--- src/rtl/pdt_pkg.sv ---
package pdt_pkg;
  typedef enum logic [1:0] {
    SEL_PSC  = 2'd0,
    SEL_CNT  = 2'd1,
    SEL_CTL  = 2'd2,
    SEL_NONE = 2'd3
  } reg_sel_e;

  localparam int CTL_EN_BIT   = 3;
  localparam int CTL_FLAG_BIT = 7;
endpackage

--- src/rtl/pdt_clkdiv.sv ---
module pdt_clkdiv #(
  parameter int DIV = 12
) (
  input  logic clk,
  input  logic rst_n,
  output logic tick
);
  localparam int CW = (DIV > 1) ? $clog2(DIV) : 1;

  logic [CW-1:0] cnt_q, cnt_d;

  always_comb begin
    tick  = (cnt_q == CW'(DIV - 1));
    cnt_d = tick ? '0 : cnt_q + 1'b1;
  end

  always_ff @(posedge clk or negedge rst_n) begin
    if (!rst_n) cnt_q <= '0;
    else        cnt_q <= cnt_d;
  end
endmodule

--- src/rtl/pdt_prescaler.sv ---
module pdt_prescaler #(
  parameter int W = 7
) (
  input  logic         clk,
  input  logic         rst_n,
  input  logic         adv,
  input  logic         load,
  input  logic [W-1:0] load_val,
  output logic [W-1:0] value,
  output logic [W:0]   strobe
);
  logic [W-1:0] val_q, val_d, dec_v;

  always_comb begin
    dec_v = (val_q == '0) ? '1 : val_q - 1'b1;
    val_d = val_q;
    if (load)     val_d = load_val;
    else if (adv) val_d = dec_v;
  end

  // strobe[0]: every advance; strobe[k]: bit k-1 falls on this advance
  assign strobe[0] = adv & ~load;
  generate
    for (genvar k = 1; k <= W; k++) begin : g_tap
      assign strobe[k] = adv & ~load & val_q[k-1] & ~dec_v[k-1];
    end
  endgenerate

  always_ff @(posedge clk or negedge rst_n) begin
    if (!rst_n) val_q <= '1;
    else        val_q <= val_d;
  end

  assign value = val_q;
endmodule

--- src/rtl/pdt_counter.sv ---
module pdt_counter #(
  parameter int W  = 8,
  parameter int NS = 8,
  parameter int SW = 3
) (
  input  logic          clk,
  input  logic          rst_n,
  input  logic [SW-1:0] tap,
  input  logic [NS-1:0] strobe,
  input  logic          load,
  input  logic [W-1:0]  load_val,
  output logic [W-1:0]  value,
  output logic          underflow
);
  logic [W-1:0] cnt_q, cnt_d;
  logic         step;

  always_comb begin
    step = 1'b0;
    for (int k = 0; k < NS; k++) begin
      if (tap == SW'(k)) step = strobe[k];
    end
  end

  always_comb begin
    underflow = step & ~load & (cnt_q == '0);
    cnt_d     = cnt_q;
    if (load)      cnt_d = load_val;
    else if (step) cnt_d = cnt_q - 1'b1;
  end

  always_ff @(posedge clk or negedge rst_n) begin
    if (!rst_n) cnt_q <= '1;
    else        cnt_q <= cnt_d;
  end

  assign value = cnt_q;
endmodule

--- src/rtl/pscl_down_timer.sv ---
module pscl_down_timer
  import pdt_pkg::*;
#(
  parameter int DIV_RATIO = 12,
  parameter int PSC_W     = 7,
  parameter int CNT_W     = 8
) (
  input  logic             clk,
  input  logic             rst_n,
  input  logic [1:0]       bus_addr,
  input  logic             bus_wr,
  input  logic [CNT_W-1:0] bus_wdata,
  output logic [CNT_W-1:0] bus_rdata,
  output logic             irq_req,
  output logic             wake_req
);
  localparam int NSTROBE = PSC_W + 1;
  localparam int TAP_W   = $clog2(NSTROBE);

  reg_sel_e         sel;
  logic             wr_psc, wr_cnt, wr_ctl;
  logic             tick;
  logic [PSC_W-1:0] psc_val;
  logic [PSC_W:0]   strobes;
  logic [CNT_W-1:0] cnt_val;
  logic             underflow;

  logic [TAP_W-1:0] tap_q, tap_d;
  logic             en_q, en_d;
  logic             flag_q, flag_d;

  assign sel    = reg_sel_e'(bus_addr);
  assign wr_psc = bus_wr && (sel == SEL_PSC);
  assign wr_cnt = bus_wr && (sel == SEL_CNT);
  assign wr_ctl = bus_wr && (sel == SEL_CTL);

  pdt_clkdiv #(.DIV(DIV_RATIO)) u_div (
    .clk  (clk),
    .rst_n(rst_n),
    .tick (tick)
  );

  pdt_prescaler #(.W(PSC_W)) u_psc (
    .clk     (clk),
    .rst_n   (rst_n),
    .adv     (tick),
    .load    (wr_psc),
    .load_val(bus_wdata[PSC_W-1:0]),
    .value   (psc_val),
    .strobe  (strobes)
  );

  pdt_counter #(.W(CNT_W), .NS(NSTROBE), .SW(TAP_W)) u_cnt (
    .clk      (clk),
    .rst_n    (rst_n),
    .tap      (tap_q),
    .strobe   (strobes),
    .load     (wr_cnt),
    .load_val (bus_wdata),
    .value    (cnt_val),
    .underflow(underflow)
  );

  // control / status next state
  always_comb begin
    tap_d  = tap_q;
    en_d   = en_q;
    flag_d = flag_q;
    if (wr_ctl) begin
      tap_d = bus_wdata[TAP_W-1:0];
      en_d  = bus_wdata[CTL_EN_BIT];
      if (!bus_wdata[CTL_FLAG_BIT]) flag_d = 1'b0;
    end
    if (underflow) flag_d = 1'b1;
  end

  always_ff @(posedge clk or negedge rst_n) begin
    if (!rst_n) begin
      tap_q  <= '0;
      en_q   <= 1'b0;
      flag_q <= 1'b0;
    end else begin
      tap_q  <= tap_d;
      en_q   <= en_d;
      flag_q <= flag_d;
    end
  end

  // read mux
  always_comb begin
    bus_rdata = '0;
    unique case (sel)
      SEL_PSC: bus_rdata[PSC_W-1:0] = psc_val;
      SEL_CNT: bus_rdata = cnt_val;
      SEL_CTL: begin
        bus_rdata[TAP_W-1:0]    = tap_q;
        bus_rdata[CTL_EN_BIT]   = en_q;
        bus_rdata[CTL_FLAG_BIT] = flag_q;
      end
      default: bus_rdata = '0;
    endcase
  end

  assign irq_req  = flag_q & en_q;
  assign wake_req = irq_req;
endmodule

--- config.mk ---
export PLATFORM = sky130hd
export DESIGN_NAME = pscl_down_timer
export DESIGN_NICKNAME = d
export VERILOG_FILES = /design/src/rtl/pdt_pkg.sv /design/src/rtl/pdt_clkdiv.sv /design/src/rtl/pdt_prescaler.sv /design/src/rtl/pdt_counter.sv /design/src/rtl/pscl_down_timer.sv
export SDC_FILE = /design/constraint.sdc
export NUM_CORES = 1
export LEC_CHECK = 0
export BUFFER_PORTS_ARGS = -buffer_cell sky130_fd_sc_hd__buf_4
export CORE_MARGIN = 2
export CORE_UTILIZATION = 41
export DETAILED_ROUTE_END_ITERATION = 8
export PLACE_DENSITY_LB_ADDON = 0.12
export SYNTH_ARGS = -nofsm -noshare
export SYNTH_HDL_FRONTEND = slang
export SYNTH_HIERARCHICAL = 1
export SYNTH_SLANG_ARGS = --single-unit
--- constraint.sdc ---
create_clock -name clk -period 3.1 [get_ports clk]
set_input_delay 0.155 -clock clk [delete_from_list [all_inputs] [get_ports clk]]
set_output_delay 0.155 -clock clk [all_outputs]
set_load 0.005 [all_outputs]
# Word-level counts from Yosys, hierarchy flattened
# Cells that the tools add are included.
# W data, S select, Z words.
[totals]
regBits = 24
latch_bits = 0
ramBits = 0
romBits = 0
in_bits = 13
output_inout_bits = 10
elab_cells = 78
n_memories = 0
[op_classes]
n_addsub = 3
multipliers = 0
n_div = 0
n_lt_le_gt_ge = 0
eq_ne = 11
shifts = 0
muxes = 20
n_bitwise = 27
n_reduce_logical = 11
[ops]
columns = ["op", "count"]
rows = [
  ["$mux W7", 3],
  ["$and A1 B1 Y1", 18],
  ["$mux W8", 2],
  ["$eq A3 B3 Y1 const B", 4],
  ["$pmux W4 S3", 1],
  ["$mux W1", 11],
  ["$not A1 Y1", 9],
  ["$logic_not A8 Y1", 1],
  ["$sub A8 B1 Y8 const B", 1],
  ["$logic_not A7 Y1", 1],
  ["$sub A7 B1 Y7 const B", 1],
  ["$eq A3 B2 Y1 const B", 2],
  ["$pmux W3 S2", 1],
  ["$reduce_bool A2 Y1", 3],
  ["$add A4 B1 Y4 const B", 1],
  ["$eq A4 B4 Y1 const B", 1],
  ["$mux W4", 1],
  ["$eq A3 B1 Y1 const B", 1],
  ["$logic_and A1 B1 Y1", 3],
  ["$logic_not A3 Y1", 1],
  ["$eq A2 B1 Y1 const B", 1],
  ["$eq A2 B2 Y1 const B", 1],
  ["$logic_not A2 Y1", 1],
  ["$ne A2 B1 Y1 const B", 1],
  ["other kinds (2)", 2],
]

# Logic depth before layout (Yosys ltp)
[depth]
word_depth = 17
depth_mapped = 12
mapped_depth_nobuf = 10

# Hierarchy
# The synthesis kept the hierarchy.
[by_module_without_submodules]
columns = ["mod", "instances", "cells_each", "area_each_um2", "seq_area_each_um2"]
rows = [
  ["pdt_counter", 1, 55, 541.8, 210.2],
  ["pdt_prescaler", 1, 62, 533.0, 183.9],
  ["pscl_down_timer", 1, 36, 394.1, 125.1],
  ["pdt_clkdiv", 1, 14, 173.9, 100.1],
]

# Worst setup path before layout
# OpenSTA, ideal clock, no wires.
[synth_timing]
path_kind = "register to register"
startpoint = "reg u_div.cnt_q[0]"
endpoint = "reg u_cnt.cnt_q[1], in the netlist u_cnt/value[1]"
setup_time_ns = 0.079
arrival_time_ns = 2.592
required_ns = 3.021
slack_ns = 0.430
stages_incl_launch_ff = 12
path_buffers = 2
cell_sequence = "dfrtp_1 ha_1 nand2b_4 nor2_2 buf_4 nor2b_1 and4_1 mux4_2 mux2i_1 buf_4 mux2_2 o21ai_0"
[synth_via]
elab_cells_between_ends = 25
classes_between = "eq/ne: 1; mux: 8; bitwise: 15; reduce/logical: 1"
[synth_rtl]
columns = ["element", "line_no", "text"]
rows = [
  ["start: declaration", "pdt_clkdiv.sv:10", "logic [CW-1:0] cnt_q, cnt_d;"],
  ["start signal: assignment", "pdt_clkdiv.sv:19", "else cnt_q <= cnt_d;"],
  ["$eq A4 B4 Y1", "pdt_clkdiv.sv:13", "tick = (cnt_q == CW'(DIV - 1));"],
  ["named net tick", "pscl_down_timer.sv:22", "logic tick;"],
  ["$and A1 B1 Y1", "pdt_prescaler.sv:22", "assign strobe[0] = adv & ~load;"],
  ["named net strobes[0]", "pscl_down_timer.sv:24", "logic [PSC_W:0] strobes;"],
  ["$and A1 B1 Y1 (2 in series)", "pdt_prescaler.sv:25", "assign strobe[k] = adv & ~load & val_q[k-1] & ~dec_v[k-1];"],
  ["named net strobes[6]", "pscl_down_timer.sv:24", ""],
  ["$mux W1 (2 in series)", "pdt_counter.sv:21", "if (tap == SW'(k)) step = strobe[k];"],
  ["$reduce_bool A2 Y1 (no source line)", "-", ""],
  ["end signal: assignment", "pdt_counter.sv:34", "else cnt_q <= cnt_d;"],
  ["end: declaration", "pdt_counter.sv:15", "logic [W-1:0] cnt_q, cnt_d;"],
]
# The timed path passes the listed nets, and every way through them passes these cells.
# A chain may end at the register's enable or synchronous reset.

# Final worst setup path
[layout_timing]
startpoint = "reg u_div.cnt_q[0]"
endpoint = "reg u_cnt.cnt_q[6], in the netlist u_cnt/value[6]"
# The elaborated chain is that of the path after synthesis.

==> flow_summary.rst <==
.. list-table::
   :header-rows: 1

   * - Metric
     - Value
   * - Worst-Margin Slew
     - 0.411 ns
   * - Delay contributed by the slowest stage of the critical path
     - 0.60 ns
   * - Largest family of logic cells by synthesized area
     - simple AND/OR/NAND/NOR gates
   * - Top cells by instance count after synthesis
     - nor2_1 (16), dfstp_2 (15), inv_1 (12)
   * - Worst setup path class
     - reg2reg
   * - Via count of the first global-routing pass
     - roughly 1,400
   * - Number of diodes
     - 0
   * - Post-synthesis compound-gate area fraction
     - 0.183
   * - Fraction of synthesized cell area taken by the top area cell type
     - 0.240
   * - Initial DRC Count
     - 161
   * - Most used flip-flop cell after synthesis
     - dfstp_2
   * - Insertion delay of the later-clocked pin in the worst-skew pair
     - 0.27 ns
   * - CTS tree
     - yes
   * - Initial core utilization
     - 0.420
   * - Number of levels in the clock H-tree
     - 1
   * - Number of core rows
     - 23
   * - Most area-consuming cells after synthesis
     - dfstp_2 (24%), dfrtp_1 (14%), ha_1 (6.1%), mux2_4 (3.7%), nor2_1 (3.7%)
   * - Area Overhead vs Synth
     - 18.3%
   * - Cts bufs inserted
     - 3
   * - Share of synthesized cell area in full adder, half adder and majority cells
     - 0.0609
   * - Peak supply drop
     - 0.000224 V
   * - Kind of start point of the critical path
     - register
   * - Worst clock skew
     - approximately 0.003 ns
   * - Share of async-settable or async-resettable flops after synthesis
     - 1.00
   * - Count of flip-flops with a built-in enable after synthesis
     - 0
   * - Setup repair after global routing missed its margin
     - false
   * - Number of pins with negative max-slew slack in the final report
     - 0
   * - Width of the die
     - 67.3 um
   * - DIE AREA
     - around 4500 um2
   * - Sum Neg Setup Slack
     - 0 ns
   * - Warning count from the yosys run
     - 6
   * - Clock period minus worst slack
     - 2.79 ns
   * - Global route overflow
     - 0
   * - Worst slew margin relative to its limit
     - 0.726
   * - XOR/XNOR share of the synthesized area
     - 0.00533
   * - Number of synthesized register bits
     - 24
   * - F_max
     - about 0.36 GHz
   * - Slowest cell on the critical path
     - or4_2
   * - Arr. time, crit path
     - 2.99 ns
   * - Maximum root-to-sink buffer count
     - 2
   * - Clock root buffer
     - clkbuf_8
   * - Hold Violations, Final
     - 0
   * - Area inside the core boundary
     - approximately 3900 um2
   * - Number of buffer and inverter stages on the critical path
     - 1
   * - Average vias per placed instance
     - around 5.8
   * - Part of the cycle the worst path needs
     - 0.902
   * - Dominant delay contributor by cell family on the critical path
     - simple AND/OR/NAND/NOR gates
   * - Vertical die dimension
     - 67.3 um
   * - Highest net fanout along the worst path
     - 14
   * - Routed wire length
     - between 3 and 4 mm
   * - Antenna violations before repair
     - 0
   * - Dpl ws
     - ~0.24 ns
   * - Lkg Pwr
     - 0.827 nW
   * - HPWL reported at the end of detailed placement
     - around 3 mm
   * - Global-route wire length before repair
     - 6.76 mm
   * - Average size of a mapped cell
     - just under 10 um2
   * - Cell taking the most area after synthesis
     - dfstp_2
   * - I/O Pins
     - 23
   * - Routability congestion estimate from global placement
     - 0.812
   * - Final-report setup violation count
     - 0
   * - Setup slack after layout
     - 0.305 ns
   * - Max-cap violations
     - 0
   * - Vias post-DR
     - ~1,400
   * - Power density relative to cell area
     - 548 nW/um2
   * - Count of antenna-violating nets left after detailed routing
     - 0
   * - Required time of the worst setup path
     - 3.30 ns
   * - Critical Path End Type
     - register
   * - Most numerous cell in the Yosys netlist
     - nor2_1
   * - Run status
     - complete, no violations
   * - Remaining DRCs
     - 0
   * - Clock transition time at the flip-flop clock pins of the worst setup and hold paths
     - roughly 0.09 ns
   * - Synthesized instance count
     - 167
   * - First-pass iteration count of the detailed router
     - 6
   * - Average routed wire per standard cell
     - 16.5 um
   * - Critical Path, Cell by Cell
     - ha_1 > nand2b_4 > nor2_2 > nor2b_1 > and4_1 > mux4_2 > mux2i_1 > buf_4 > or4_2 > a31oi_1
   * - Fraction of final layout cells sized beyond drive strength 1
     - 0.346
   * - Final net count
     - 213
   * - Port buffer count
     - 22
   * - Total routing usage reported by global routing
     - 0.200
   * - Pin count of the biggest net entering global routing
     - 25
   * - Sequential-to-total area share from yosys stat
     - 0.377
   * - Multiplexer area fraction after synthesis
     - 0.0769
   * - Hold/Removal Path Class
     - in2reg
   * - Synth Area in Simple Gates
     - 0.242
   * - Number of clock sinks
     - 24
   * - Cell area after synthesis
     - 1640 um2
   * - Synthesized net count
     - between 150 and 200
   * - Yosys cell types
     - between 50 and 60
==> final timing paths <==
check,slack [ns],cells after the start,start,endpoint
min in group asynchronous,0.32,2,rst_n,flag_q
min,0.11,3,bus_wdata[5],u_psc/value[5]
max reg2reg,0.31,10,u_div/cnt_q[0],u_cnt/value[6]
max in group asynchronous,2.50,2,rst_n,u_psc/value[3]
max,0.31,10,u_div/cnt_q[0],u_cnt/value[6]
min reg2reg,0.48,1,u_div/cnt_q[0],u_div/cnt_q[0]
==> repair_timing <==
action	CTS	global route
hold buffers	1	0
endpoints found under the setup margin	0	2
hold endpoints to repair	9	0
buffers inserted	0	0
resized for setup	0	1
==> kinds of logic (layout without fill, tap and decap cells) <==
kind of cell | after synthesis | count (layout)
AND/OR/NAND/NOR | 65 | 65
flip-flops | 24 | 24
multiplexers | 8 | 8
XOR/XNOR | 1 | 1
adder cells (fa/ha/maj) | 8 | 8
buffers and inverters | 19 | 43
AO/OA/AOI/OAI | 42 | 42
==> power by group <==
part | switching (mW) | internal, mW | leakage [nW] | total, mW
registers | 0.0900 | 0.411 | 0.271 | 0.501
logic | 0.144 | 0.137 | 0.520 | 0.282
clock network | 0.108 | 0.173 | 0.0357 | 0.281
==> metrics by stage <==
| step | power (mW) | util | hold WS (ns) | area, um2 | std cells |
|---|---|---|---|---|---|
| after floorplan | 0.663 | - | -0.141 | 1640 | 167 |
| after global placement | 0.773 | 0.474 | 0.0700 | 1860 | 236 |
| after detailed placement | 0.784 | 0.474 | 0.0798 | 1860 | 236 |
| after CTS | 1.07 | 0.495 | 0.101 | 1940 | 241 |
| after global routing | 1.13 | 0.496 | 0.108 | 1940 | 241 |
| final | 1.06 | 0.496 | 0.113 | 1940 | 241 |
==> worst reg2reg max path, delay by kind of cell, from the launching register on <==
kind	cells	cell delay (ns)
simple gates	5	1.41
flops	1	0.40
mux	2	0.31
fa+ha+maj	1	0.23
buf+inv	1	0.19
compound gates	1	0.19
==> metal layers <==
layer,share of wire,up-vias,global-route usage,routed length [um]
met5,0,-,0,0
met2,0.50,39,0.349,2000
met3,0.053,6,0.0317,212
met4,0.013,0,0.0510,51
li1,-,668,-,-
met1,0.43,677,0.258,1700
==> cells in the final DEF (no fill, tap or decap), drive strengths merged <==
master,instances
nand2b,2
nor4b,2
dfrtp,9
dlygate4sd3,1
nand3b,1
a221oi,2
nor3,3
o31ai,7
ha,8
nor2b,4
o21ai,11
nand3,3
or4,5
nor3b,1
nand2,11
and4,1
a22oi,2
buf,26
or2,1
nand4bb,1
a31oi,6
o41ai,1
xnor2,1
and2,3
a211oi,2
and3,4
bufinv,1
or3,5
clkbuf,3
a21oi,2
mux2i,1
dfstp,15
inv,12
mux4,2
a222oi,4
a22o,3
o211ai,1
a21o,1
nor2,18
mux2,5
==> area by class of cell <==
type / instances / area (um2)
repair buffers: 27 / 205
multi-input cells: 124 / 940
clock inverters: 1 / 30.0
well taps: 50 / 62.6
fillers: 384 / 1970
inverters: 12 / 45.0
clock buffers: 3 / 41.3
flip-flops and latches: 24 / 619
==> state kept, by name, indices dropped and copies added (netlist names) <==
signal       count
en_q             1
flag_q           1
tap_q            3
u_cnt/value      8
u_div/cnt_q      4
u_psc/value      7
Power figures use the tool's default switching activity.
